==> src/rtl/sew_pkg.sv <==
package sew_pkg;
  typedef enum logic [1:0] {
    ST_IDLE    = 2'd0,
    ST_COLLECT = 2'd1,
    ST_ERASE   = 2'd2
  } sew_state_e;
endpackage

==> src/rtl/sew_window_cnt.sv <==
module sew_window_cnt #(
  parameter int WINDOW_CYCLES = 2500
) (
  input  logic clk,
  input  logic rst,
  input  logic load_i,
  input  logic run_i,
  output logic expired_o
);
  localparam int CNT_W = (WINDOW_CYCLES > 1) ? $clog2(WINDOW_CYCLES) : 1;
  localparam logic [CNT_W-1:0] LOAD_VAL = CNT_W'(WINDOW_CYCLES - 1);

  logic [CNT_W-1:0] cnt_q;

  always_ff @(posedge clk) begin
    if (rst) begin
      cnt_q <= '0;
    end else if (load_i) begin
      cnt_q <= LOAD_VAL;
    end else if (run_i && cnt_q != '0) begin
      cnt_q <= cnt_q - 1'b1;
    end
  end

  assign expired_o = run_i && (cnt_q == '0);

  // the down-counter never leaves its loaded range
  a_r3_count_in_range: assert property (@(posedge clk) disable iff (rst)
    cnt_q <= LOAD_VAL);

  // a running counter that is not reloaded moves down by one
  a_r3_counts_down: assert property (@(posedge clk) disable iff (rst)
    (run_i && !load_i && cnt_q != '0) |=> (cnt_q == $past(cnt_q) - 1'b1));
endmodule

==> src/rtl/sew_pend_map.sv <==
module sew_pend_map #(
  parameter int NUM_SECTORS = 16,
  parameter int IDX_W = (NUM_SECTORS > 1) ? $clog2(NUM_SECTORS) : 1
) (
  input  logic                   clk,
  input  logic                   rst,
  input  logic                   clear_i,
  input  logic                   fill_i,
  input  logic                   add_i,
  input  logic [IDX_W-1:0]       add_idx_i,
  output logic [NUM_SECTORS-1:0] map_o
);
  logic [NUM_SECTORS-1:0] map_q;

  for (genvar i = 0; i < NUM_SECTORS; i++) begin : g_bit
    always_ff @(posedge clk) begin
      if (rst || clear_i) begin
        map_q[i] <= 1'b0;
      end else if (fill_i) begin
        map_q[i] <= 1'b1;
      end else if (add_i && add_idx_i == IDX_W'(i)) begin
        map_q[i] <= 1'b1;
      end
    end
  end

  assign map_o = map_q;

  // without a clear, a pending bit is never dropped
  a_r2_bits_never_drop: assert property (@(posedge clk) disable iff (rst)
    !clear_i |=> (($past(map_q) & ~map_q) == '0));

  // a clear empties the map on the next edge
  a_r9_clear_empties: assert property (@(posedge clk) disable iff (rst)
    clear_i |=> (map_q == '0));
endmodule

==> src/rtl/sew_ctrl.sv <==
module sew_ctrl
  import sew_pkg::*;
(
  input  logic clk,
  input  logic rst,
  input  logic sec_cmd_i,
  input  logic chip_cmd_i,
  input  logic susp_cmd_i,
  input  logic erase_done_i,
  input  logic win_expired_i,
  output logic win_load_o,
  output logic win_run_o,
  output logic map_add_o,
  output logic map_fill_o,
  output logic map_clear_o,
  output logic win_closed_o,
  output logic busy_o,
  output logic start_o,
  output logic susp_req_o
);
  sew_state_e state_q, state_d;
  logic closed_q, busy_q, start_q, susp_q;
  logic idle_chip, idle_sec, coll_sec, go_erase;

  assign idle_chip = (state_q == ST_IDLE) && chip_cmd_i;
  assign idle_sec  = (state_q == ST_IDLE) && !chip_cmd_i && sec_cmd_i;
  assign coll_sec  = (state_q == ST_COLLECT) && !win_expired_i && sec_cmd_i;
  assign go_erase  = idle_chip || ((state_q == ST_COLLECT) && win_expired_i);

  assign win_load_o  = idle_sec || coll_sec;
  assign map_add_o   = idle_sec || coll_sec;
  assign map_fill_o  = idle_chip;
  assign map_clear_o = (state_q == ST_ERASE) && erase_done_i;
  assign win_run_o   = (state_q == ST_COLLECT);

  always_comb begin
    state_d = state_q;
    unique case (state_q)
      ST_IDLE: begin
        if (chip_cmd_i)     state_d = ST_ERASE;
        else if (sec_cmd_i) state_d = ST_COLLECT;
      end
      ST_COLLECT: begin
        if (win_expired_i)  state_d = ST_ERASE;
      end
      ST_ERASE: begin
        if (erase_done_i)   state_d = ST_IDLE;
      end
      default: state_d = ST_IDLE;
    endcase
  end

  always_ff @(posedge clk) begin
    if (rst) begin
      state_q  <= ST_IDLE;
      closed_q <= 1'b0;
      busy_q   <= 1'b0;
      start_q  <= 1'b0;
      susp_q   <= 1'b0;
    end else begin
      state_q  <= state_d;
      closed_q <= (state_d == ST_ERASE);
      busy_q   <= (state_d != ST_IDLE);
      start_q  <= go_erase;
      susp_q   <= (state_q == ST_ERASE) && !erase_done_i && susp_cmd_i;
    end
  end

  assign win_closed_o = closed_q;
  assign busy_o       = busy_q;
  assign start_o      = start_q;
  assign susp_req_o   = susp_q;

  // the start pulse never lasts two cycles
  a_r4_start_one_cycle: assert property (@(posedge clk) disable iff (rst)
    start_o |=> !start_o);

  // a suspend request only appears while the window is closed
  a_r7_susp_only_closed: assert property (@(posedge clk) disable iff (rst)
    susp_req_o |-> win_closed_o);

  // erase done while erasing returns the block to idle
  a_r9_done_returns_idle: assert property (@(posedge clk) disable iff (rst)
    ((state_q == ST_ERASE) && erase_done_i) |=> (!win_closed_o && !busy_o));

  // a closed window always implies busy
  a_r2_closed_implies_busy: assert property (@(posedge clk) disable iff (rst)
    win_closed_o |-> busy_o);
endmodule

==> src/rtl/sector_erase_window_timer.sv <==
module sector_erase_window_timer #(
  parameter int NUM_SECTORS   = 16,
  parameter int WINDOW_CYCLES = 2500,
  parameter int IDX_W = (NUM_SECTORS > 1) ? $clog2(NUM_SECTORS) : 1
) (
  input  logic                   clk,
  input  logic                   rst,
  input  logic                   sec_cmd_i,
  input  logic [IDX_W-1:0]       sec_idx_i,
  input  logic                   chip_cmd_i,
  input  logic                   susp_cmd_i,
  input  logic                   erase_done_i,
  output logic                   win_closed_o,
  output logic [NUM_SECTORS-1:0] pend_map_o,
  output logic                   start_o,
  output logic                   busy_o,
  output logic                   susp_req_o
);
  logic win_load, win_run, win_expired;
  logic map_add, map_fill, map_clear;

  sew_ctrl u_ctrl (
    .clk          (clk),
    .rst          (rst),
    .sec_cmd_i    (sec_cmd_i),
    .chip_cmd_i   (chip_cmd_i),
    .susp_cmd_i   (susp_cmd_i),
    .erase_done_i (erase_done_i),
    .win_expired_i(win_expired),
    .win_load_o   (win_load),
    .win_run_o    (win_run),
    .map_add_o    (map_add),
    .map_fill_o   (map_fill),
    .map_clear_o  (map_clear),
    .win_closed_o (win_closed_o),
    .busy_o       (busy_o),
    .start_o      (start_o),
    .susp_req_o   (susp_req_o)
  );

  sew_window_cnt #(.WINDOW_CYCLES(WINDOW_CYCLES)) u_cnt (
    .clk      (clk),
    .rst      (rst),
    .load_i   (win_load),
    .run_i    (win_run),
    .expired_o(win_expired)
  );

  sew_pend_map #(.NUM_SECTORS(NUM_SECTORS), .IDX_W(IDX_W)) u_map (
    .clk      (clk),
    .rst      (rst),
    .clear_i  (map_clear),
    .fill_i   (map_fill),
    .add_i    (map_add),
    .add_idx_i(sec_idx_i),
    .map_o    (pend_map_o)
  );

  // with the window closed and no erase-done, the bitmap holds
  a_r6_map_frozen_closed: assert property (@(posedge clk) disable iff (rst)
    (win_closed_o && !erase_done_i) |=> $stable(pend_map_o));

  // chip erase from idle starts at once with all sectors pending
  a_r8_chip_immediate: assert property (@(posedge clk) disable iff (rst)
    (!busy_o && chip_cmd_i) |=> (start_o && win_closed_o && (&pend_map_o)));

  // the start pulse coincides with the window closing
  a_r4_start_with_close: assert property (@(posedge clk) disable iff (rst)
    start_o |-> (win_closed_o && !$past(win_closed_o)));

  // reset clears everything on the next edge
  a_r10_reset_clears: assert property (@(posedge clk)
    rst |=> (!win_closed_o && !busy_o && !start_o && !susp_req_o && pend_map_o == '0));
endmodule

==> config.mk <==
export PLATFORM = sky130hd
export DESIGN_NAME = sector_erase_window_timer
export DESIGN_NICKNAME = d
export VERILOG_FILES = /design/src/rtl/sew_pkg.sv /design/src/rtl/sew_window_cnt.sv /design/src/rtl/sew_pend_map.sv /design/src/rtl/sew_ctrl.sv /design/src/rtl/sector_erase_window_timer.sv
export SDC_FILE = /design/constraint.sdc
export NUM_CORES = 1
export LEC_CHECK = 0
export BUFFER_PORTS_ARGS = -buffer_cell sky130_fd_sc_hd__buf_2
export CAP_MARGIN = 10
export CORE_MARGIN = 1
export CORE_UTILIZATION = 54
export DETAILED_ROUTE_END_ITERATION = 16
export PLACE_DENSITY_LB_ADDON = 0.05
export SETUP_SLACK_MARGIN = 0.02
export SLEW_MARGIN = 40
export SYNTH_ARGS = -nofsm -noshare
export SYNTH_HDL_FRONTEND = slang
export SYNTH_SLANG_ARGS = --single-unit
==> constraint.sdc <==
create_clock -name clk -period 2.5 [get_ports clk]
set_clock_uncertainty 0.1 [all_clocks]
set_input_delay 0.375 -clock clk [delete_from_list [all_inputs] [get_ports clk]]
set_output_delay 0.375 -clock clk [all_outputs]
set_load 0.02 [all_outputs]
* Yosys cells after proc, flatten, opt, wreduce, memory -nomap -nowiden
Cells that the tools add are included.
** Operators by class
- Mux-type cells :: 39
- Add/sub/neg operators :: 1
- Reductions and logical operators :: 56
- Eq/ne operators :: 18
** Operators with widths (number)
- $reduce_bool A2 Y1 :: 18
- $eq A4 B4 Y1 const B :: 8
- $mux W1 :: 32
- $logic_and A1 B1 Y1 :: 27
- $mux W12 :: 2
- $eq A4 B3 Y1 const B :: 4
- $logic_not A12 Y1 :: 1
- $reduce_bool A12 Y1 :: 1
- $sub A12 B1 Y12 const B :: 1
- $eq A4 B2 Y1 const B :: 2
- $mux W2 :: 4
- $pmux W2 S3 :: 1
- $eq A2 B2 Y1 const B :: 2
- $eq A4 B1 Y1 const B :: 1
- $logic_not A4 Y1 :: 1
- $logic_not A1 Y1 :: 3
- $logic_or A1 B1 Y1 :: 3
- $eq A2 B1 Y1 const B :: 1
- $logic_not A2 Y1 :: 1
- $reduce_or A2 Y1 :: 1
** Storage, ports and cells
- Output and inout bits :: 20
- Register bits after elaboration :: 34
- Logic and storage cells :: 137

* Longest topological paths before layout
Gate-level depths: netlist of run 1.
- Depth after elaboration :: 9
- Depth in mapped cells :: 7
- Mapped depth without buffers :: 6

* Cells and area by module
From an unflattened synthesis of run 1, not the netlist that was laid out.
** Second synthesis, totals
- Cells, all modules :: 171
- Area, all modules :: 1544.0 um^2
** Modules (own cells, without submodules)
- sew_window_cnt :: sequential area each 240.2 um^2, cells an instance 77, area each 635.6 um^2, times used 1
- sew_pend_map :: sequential area each 320.3 um^2, cells an instance 65, area each 625.6 um^2, times used 1
- sew_ctrl :: sequential area each 120.1 um^2, cells an instance 29, area each 282.8 um^2, times used 1

* Least setup slack after synthesis of run 1
No wires, ideal clock.
- Path type :: register to register
- Start point :: reg u_cnt.cnt_q[0]
- End point :: reg u_cnt.cnt_q[10]
- Cell stages (with the launch flop) :: 8
- Path slack :: 0.399 ns
- Arrival time :: 1.931 ns
- Period minus slack after synthesis :: 2.101 ns
- Path through :: dfxtp_1 -> inv_1 -> ha_1 -> or3b_2 -> or4_4 -> buf_6 -> a31o_4 -> a21oi_1
** Between the ends
- Word-level cells in the longest chain between the ends :: 7
- Elaborated cells between the ends (all ways) :: 10
** Ends and longest elaborated chain
- start: declaration :: RTL line sew_window_cnt.sv:13 : logic [CNT_W-1:0] cnt_q;
- start signal: assignment :: RTL line sew_window_cnt.sv:21 : cnt_q <= cnt_q - 1'b1;
- parallel branches: the longest is 7 deep, another holds $sub A12 B1 Y12
Several ways; the timed one is not identified.
A chain may end at the register's enable or synchronous reset.

* Worst setup path in the final report of run 1
- Start point :: reg u_cnt.cnt_q[0]
- End point :: reg u_cnt.cnt_q[5]
The elaborated chain is that of the path after synthesis.

==> reports/metrics.cfg, run 1 <==
[floorplanning]
start_util_pct=57.3
die_area_um2=3170
die_y_um=56.3
die_w_um=56.3
num_rows=19
core_area_um2=2780
io_pins=30

[timing]
hold_viol=0
fin_crit_ns=2.22
timing.final.max_slew_violations=0
setup_tns_ns=0
period_share_pct=88.7
finalSetupViolations=0
max-slew-margin-rel_pct=59.6
rsz0062_at_grt=false
worstMarginPinSlew_ns=0.606
fmax_ghz=0.451

[synthesis]
syn_inst=183
async_flop_share_pct=0
ys_top_cells_by_area=dfxtp_1, o32ai_1, nor2_1
synth_top_area_cell=dfxtp_1
yosysMostFrequentCell=dfxtp_1
synth_cell_types=40
ys_ff_latch=34
synthesis.area_um2=1590
synth_area_per_cell_um2=8.70
synth_ff_type=dfxtp_1
synth_edf_count=0
synth_top_area_share_pct=42.7
synth.net_count=195
yosys_warnings=0
yosys-top-cells-count=dfxtp_1, nor2_1, o32ai_1, a21oi_1, inv_1
ys_seq_area_share_pct=42.7

[final_layout]
antenna_cells=0
fin_nets=224
drive_above_1_share_pct=26.3
area_growth_pct=14.1

[power_and_ir_drop]
ir_drop_uv=638
finalPower_mw=1.41
p_leak_nw=0.733
power_density_nw_per_um2=776

[clocking]
path_clk_slew_ns=0.11
holdBufCountCts=0
clockBufferDepth=2
clock_latency_ns=0.35
cts-resized-gates=0
cts_tree=built
cts-root-buf=clkbuf_4
h-tree-depth=2
cts_setup_buffers=0
cts_sinks=34
cts-buffers-inserted=5

[worst_setup_path]
crit_fanout=9
cp.buffers_inverters=1
worst_path_max_delay_cell=or4_4
cpPeakStageDelay_ns=0.58
critPathLaunchType=register
crit_chain=inv_1 > ha_1 > or3b_2 > or4_4 > a31o_4 > a21oi_1
required_ns=2.67
crit_arrival_ns=2.39
reg2reg_slack_ns=0.28
end_kind=register
crit_type=reg -> reg
crit_family=simple AND/OR/NAND/NOR gates

[route]
via_count=1502
post_drt_wl_per_cell_um=15.2
routed_wirelength_um=3700
drt_iter0_drc=63
drc_errors=0
ant_nets=0
drtPass1Iterations=5
via_per_inst=6.16

[global_route]
grt_max_degree=18
grt_pass1_wl_um=6330
grt-ovfl-total=0
antenna_found_initial=0
first_global_vias=1452
grt_use_total_pct=25.6

[hold_path]
min_path_type=in -> reg

[run]
cap_violations=0

[run_status]
outcome=complete, no violations

[placement]
gp_congestion=0.870
io_buffers=29
dp_hpwl_um=2700

==> flip-flops by register name, summed over array words and instances (netlist names) <==
| signal | flops |
|---|---|
| u_ctrl.win_closed_o | 1 |
| u_map.map_o | 16 |
| u_ctrl.start_o | 1 |
| u_ctrl.susp_req_o | 1 |
| u_cnt.cnt_q | 12 |
| u_ctrl.busy_o | 1 |
| u_ctrl.state_q | 2 |
==> layer usage <==
metal / up-vias / wire (um) / track usage, %
met1: 715 / 1710 / 32.5
met2: 35 / 1790 / 40.1
met3: 6 / 157 / 8.29
met5: - / 0 / 0
met4: 0 / 47 / 10.8
li1: 746 / - / -
==> per-stage QoR <==
step / worst slack (ns) / cells / util [%] / hold WS, ns / cell area (um2)
final: 0.283 / 244 / 65.4 / 0.183 / 1820
after global routing: 0.185 / 244 / 65.4 / 0.171 / 1820
after detailed placement: 0.332 / 236 / 63.1 / 0.377 / 1750
after floorplan: 0.399 / 183 / - / 0.350 / 1590
after CTS: 0.297 / 244 / 65.4 / 0.169 / 1820
after global placement: 0.397 / 236 / 63.0 / 0.368 / 1750
==> logic make-up (layout without fill, tap and decap cells) <==
logic type,count (synthesis),in the layout,share of synthesized area (%)
and+or+nand+nor,80,80,28.4
AOI/OAI and AO/OA,48,48,22.2
DFF,34,34,42.7
buffers and inverters,19,49,5.11
adders and majority gates,2,2,1.57
==> layout by cell type (no fill, tap or decap), types with 2 or more instances in the layout <==
| master | count |
|---|---|
| or3b_2 | 3 |
| nand2_1 | 6 |
| or3_1 | 4 |
| buf_4 | 3 |
| nand4_1 | 2 |
| nor3_1 | 4 |
| clkbuf_4 | 5 |
| o32ai_1 | 12 |
| or2_2 | 3 |
| nor4_1 | 3 |
| o21ai_0 | 3 |
| buf_2 | 29 |
| a21oi_1 | 10 |
| ha_1 | 2 |
| a211oi_1 | 2 |
| a31o_2 | 2 |
| a311oi_1 | 2 |
| a31oi_1 | 3 |
| dfxtp_1 | 34 |
| inv_1 | 9 |
| o31ai_1 | 5 |
| nand2b_1 | 4 |
| nor2b_1 | 4 |
| or4_1 | 7 |
| or4_4 | 2 |
| o22ai_1 | 4 |
| nor2_1 | 23 |
| nand3_1 | 7 |
==> worst paths after layout <==
| kind | from | to | cells after the start |
|---|---|---|---|
| max | u_cnt.cnt_q[0] | u_cnt.cnt_q[5] | 6 |
| min | susp_cmd_i | u_ctrl.susp_req_o | 2 |
| max reg2reg | u_cnt.cnt_q[0] | u_cnt.cnt_q[5] | 6 |
| min reg2reg | u_cnt.cnt_q[10] | u_cnt.cnt_q[10] | 2 |
==> area by class of cell <==
type                    instances  area [um2]
fillers                       275         963
clock inverters                 2        12.5
multi-input cells             130         833
repair buffers                 32         168
clock buffers                   6        51.3
well taps                      31        38.8
inverters                       9        33.8
flip-flops and latches         34         681
==> power by group <==
part / switching (mW) / internal, mW / total [mW] / leakage [nW]
Clock: 0.194 / 0.135 / 0.329 / 0.0343
Sequential: 0.0479 / 0.604 / 0.651 / 0.281
Combinational: 0.257 / 0.174 / 0.431 / 0.418
Total: 0.499 / 0.913 / 1.41 / 0.733
(Power assumes the default switching activity.)
==> run 2, diff against run 1 <==
Settings changed: CAP_MARGIN 10 to default, CORE_MARGIN 1 to 5.
==> run 2 against run 1 <==
Combinational power barely moved. Global-route usage is 6.4 points lower. Die area grew 30%. Sequential share of layout area rose by 0.26 points. Clock-buffer cell count stayed put. Hold slack improved by 0.014 ns. Wire length up 1.6%. Critical path depth unchanged. Core utilization down 0.45 points. Register-to-register slack better by 0.02 ns. Critical path type unchanged.
==> reports/metrics.cfg, run 2 (synthesis gave the netlist of run 1 again) <==
[run_status]
outcome=complete, no violations

[global_route]
grt_max_degree=18
grt_use_total_pct=19.2
grt_pass1_wl_um=6470
antenna_found_initial=0
first_global_vias=1477
grt-ovfl-total=0

[worst_setup_path]
worstSetupStartpoint=u_cnt.cnt_q[0]
end_kind=register
crit_arrival_ns=2.36
r2r_start=u_cnt.cnt_q[0]
crit_fanout=9
required_ns=2.67
critPathLaunchType=register
crit_type=reg -> reg

[final_layout]
largest_reg_flops=16
layout_common_cells=dfxtp_1, buf_2, nor2_1, o32ai_1, a21oi_1
drive_above_1_share_pct=25.6
final_common_cell=dfxtp_1
area_growth_pct=13.4
fin_util_pct=64.9
fillCellCount=251
antenna_cells=0
fin_nets=224

[timing]
worstMarginPinSlew_ns=0.627
fmax_ghz=0.455
fin_crit_ns=2.20
period_share_pct=87.8
max-slew-margin-rel_pct=58.1
rsz0062_at_grt=false
setup_tns_ns=0
timing.final.max_slew_violations=0
hold_viol=0
finalSetupViolations=0

[clocking]
clockBufferDepth=2
cts_tree=built
cts-buffers-inserted=5
cts-root-buf=clkbuf_4
clock_latency_ns=0.33
holdBufCountCts=0
cts-resized-gates=0
h-tree-depth=2
cts_sinks=34
cts_setup_buffers=0
path_clk_slew_ns=0.10

[power_and_ir_drop]
power.share.clock_pct=21.5
power_density_nw_per_um2=763
switching_share_pct=34.3
p_int_mw=0.904
p_leak_nw=0.729
p_switching_mw=0.473
seq_power_share_pct=47.3
ir_drop_uv=526
share_comb_of_total_power_pct=31.3

[placement]
dp_hpwl_um=2750
gp_congestion=0.883
io_buffers=29

[hold_path]
hp-start=susp_cmd_i
min_path_type=in -> reg

[route]
post_drt_wl_per_cell_um=15.5
ant_nets=0
drc_errors=0
drt_iter0_drc=153
via_per_inst=6.21
routed_wirelength_um=3760
via_count=1504
drtPass1Iterations=4

[floorplanning]
num_rows=19
die_area_um2=4140
start_util_pct=57.3
core_area_um2=2780
die_w_um=64.3
die_y_um=64.3
io_pins=30

[run]
cap_violations=0

==> run 2: final timing paths <==
check	end	slack (ns)	depth (start not counted)
worst min-delay path	u_ctrl.susp_req_o	0.20	2
worst max register to register	u_cnt.cnt_q[5]	0.30	6
worst max-delay path	u_cnt.cnt_q[5]	0.30	6
worst min register to register	u_cnt.cnt_q[10]	0.39	2
==> run 2: layout make-up <==
cell class / instances / area (um2) / area share (%)
tap: 31 / 38.8 / 2.15
sequential: 34 / 681 / 37.7
timing repair buffer: 32 / 168 / 9.29
inverter: 9 / 33.8 / 1.87
multi-input combinational: 130 / 833 / 46.2
clock buffer: 6 / 51.3 / 2.84
==> run 2: per-layer routing <==
layer / wire length, um / up-vias / global-route usage [%]
li1: - / 745 / -
met1: 1750 / 709 / 24.9
met2: 1770 / 45 / 31.0
met3: 189 / 5 / 4.03
met4: 55 / 0 / 7.89
met5: 0 / - / 0
==> run 2: per-stage QoR <==
stage,instance area (um2),total power [mW],instances,hold slack (ns),setup slack [ns]
global placement,1750,1.07,236,0.369,0.397
detailed placement,1750,1.09,236,0.372,0.337
finish,1810,1.38,242,0.198,0.304
global route,1810,1.46,242,0.202,0.212
floorplan,1590,0.964,183,0.350,0.399
CTS,1810,1.38,242,0.188,0.314
==> run 2: critical path, stage by stage (launching register included) <==
cell     delay, ns
dfxtp_1       0.35
inv_1         0.09
ha_1          0.13
or3b_2        0.47
or4_4         0.57
a31o_4        0.30
a21oi_1       0.12
==> run 2: power by group through the flow <==
stage / sequential (mW) / clock, mW / combinational (mW)
4_1_cts: 0.650 / 0.303 / 0.428
3_5_place_dp: 0.662 / 0 / 0.426
3_3_place_gp: 0.658 / 0 / 0.415
5_1_grt: 0.659 / 0.328 / 0.476
2_1_floorplan: 0.695 / 0 / 0.269
6_report: 0.651 / 0.296 / 0.431
==> run 3, diff against run 2 <==
Settings changed: CORE_ASPECT_RATIO from default to 1.4.
==> run 3 against run 2 <==
Register-to-register slack about the same. Worst setup slack worse by 0.0012 ns. Global-route usage increased by 1.8 points. Critical endpoint unchanged. Hold slack improved by 0.050 ns. Critical path depth is the same. Non-clock buffer count is the same.
==> reports/metrics.cfg, run 3 (synthesis gave the netlist of run 1 again) <==
[route]
ant_nets=0
via_count=1551
post_drt_wl_per_cell_um=16.4
via_per_inst=6.23
routed_wirelength_um=4070
drc_errors=0
drtPass1Iterations=4
drt_iter0_drc=39

[worst_setup_path]
critPathLaunchType=register
required_ns=2.61
end_kind=register
reg2reg_slack_ns=0.30
crit_arrival_ns=2.31
crit_type=reg -> reg
crit_fanout=9

[floorplanning]
die_w_um=55.9
io_pins=30
start_util_pct=55.9
die_area_um2=4150
core_area_um2=2850
num_rows=23
die_y_um=74.3

[timing]
hold_viol=0
finalSetupViolations=0
period_share_pct=87.9
fin_crit_ns=2.20
timing.final.max_slew_violations=0
rsz0062_at_grt=false
worstMarginPinSlew_ns=0.628
fmax_ghz=0.455
max-slew-margin-rel_pct=58.1
setup_tns_ns=0

[final_layout]
final_common_cell=dfxtp_1
largest_reg_flops=16
final_cells=249
layout_common_cells=dfxtp_1, buf_2, nor2_1, o32ai_1, a21oi_1
antenna_cells=0
fillCellCount=240
fin_nets=224
drive_above_1_share_pct=25.5
area_growth_pct=15.6

[placement]
io_buffers=29
dpl.cell_count=242
gp_congestion=0.885
dp_hpwl_um=3040

[power_and_ir_drop]
finalPower_mw=1.47
ir_drop_uv=517
power_density_nw_per_um2=800
p_leak_nw=0.736

[global_route]
grt_use_total_pct=21.0
first_global_vias=1591
grt_pass1_wl_um=6870
grt_max_degree=18
grt-ovfl-total=0
antenna_found_initial=0

[clocking]
path_clk_slew_ns=0.07
cts_tree=built
clock_latency_ns=0.28
cts-buffers-inserted=5
clockBufferDepth=2
h-tree-depth=2
cts-root-buf=clkbuf_8
cts-resized-gates=0
cts_sinks=34
cts_setup_buffers=0
holdBufCountCts=0

[run_status]
outcome=complete, no violations

[run]
cap_violations=0

[hold_path]
min_path_type=in -> reg

run 3: report_power, final:
group          internal (mW)  total [mW]  leakage [nW]  switching [mW]
Sequential             0.604       0.655         0.281          0.0506
Combinational          0.174       0.435         0.418           0.260
Clock                  0.191       0.385        0.0373           0.194
run 3: metal layers:
metal  GRT usage (%)  vias to the layer above  wire (um)
met3            5.56                       12        160
met1            20.0                      759       1560
met4            8.71                        0         84
met2            42.5                       38       2270
met5               0                        -          0
li1                -                      742          -
run 3: worst max-delay path, stage by stage, from the launching register on:
cell     delay, ns
dfxtp_1       0.34
inv_1         0.09
ha_1          0.13
or3b_2        0.47
or4_4         0.57
a31o_4        0.30
a21oi_1       0.13
run 3: worst paths after layout:
path,from,end,cells past startpoint
max reg2reg,u_cnt.cnt_q[0],u_cnt.cnt_q[5],6
min,susp_cmd_i,u_ctrl.susp_req_o,2
min reg2reg,u_cnt.cnt_q[11],u_cnt.cnt_q[11],2
max,u_cnt.cnt_q[0],u_cnt.cnt_q[5],6
run 3: cell type report:
cell class / instances / area [um2] / share of cell area (%)
clock buffers: 6 / 72.6 / 3.94
repair buffers: 32 / 168 / 9.10
well taps: 37 / 46.3 / 2.51
clock inverters: 1 / 7.51 / 0.408
multi-input cells: 130 / 833 / 45.2
inverters: 9 / 33.8 / 1.83
flip-flops and latches: 34 / 681 / 37.0
run 3: stage by stage:
stage | cell area, um2 | hold WS, ns | worst slack [ns] | utilization, %
6_report | 1840 | 0.248 | 0.303 | 64.6
3_5_place_dp | 1760 | 0.380 | 0.320 | 61.8
4_1_cts | 1840 | 0.244 | 0.300 | 64.6
5_1_grt | 1840 | 0.253 | 0.189 | 64.6
3_3_place_gp | 1760 | 0.362 | 0.400 | 61.7
2_1_floorplan | 1590 | 0.350 | 0.399 | -
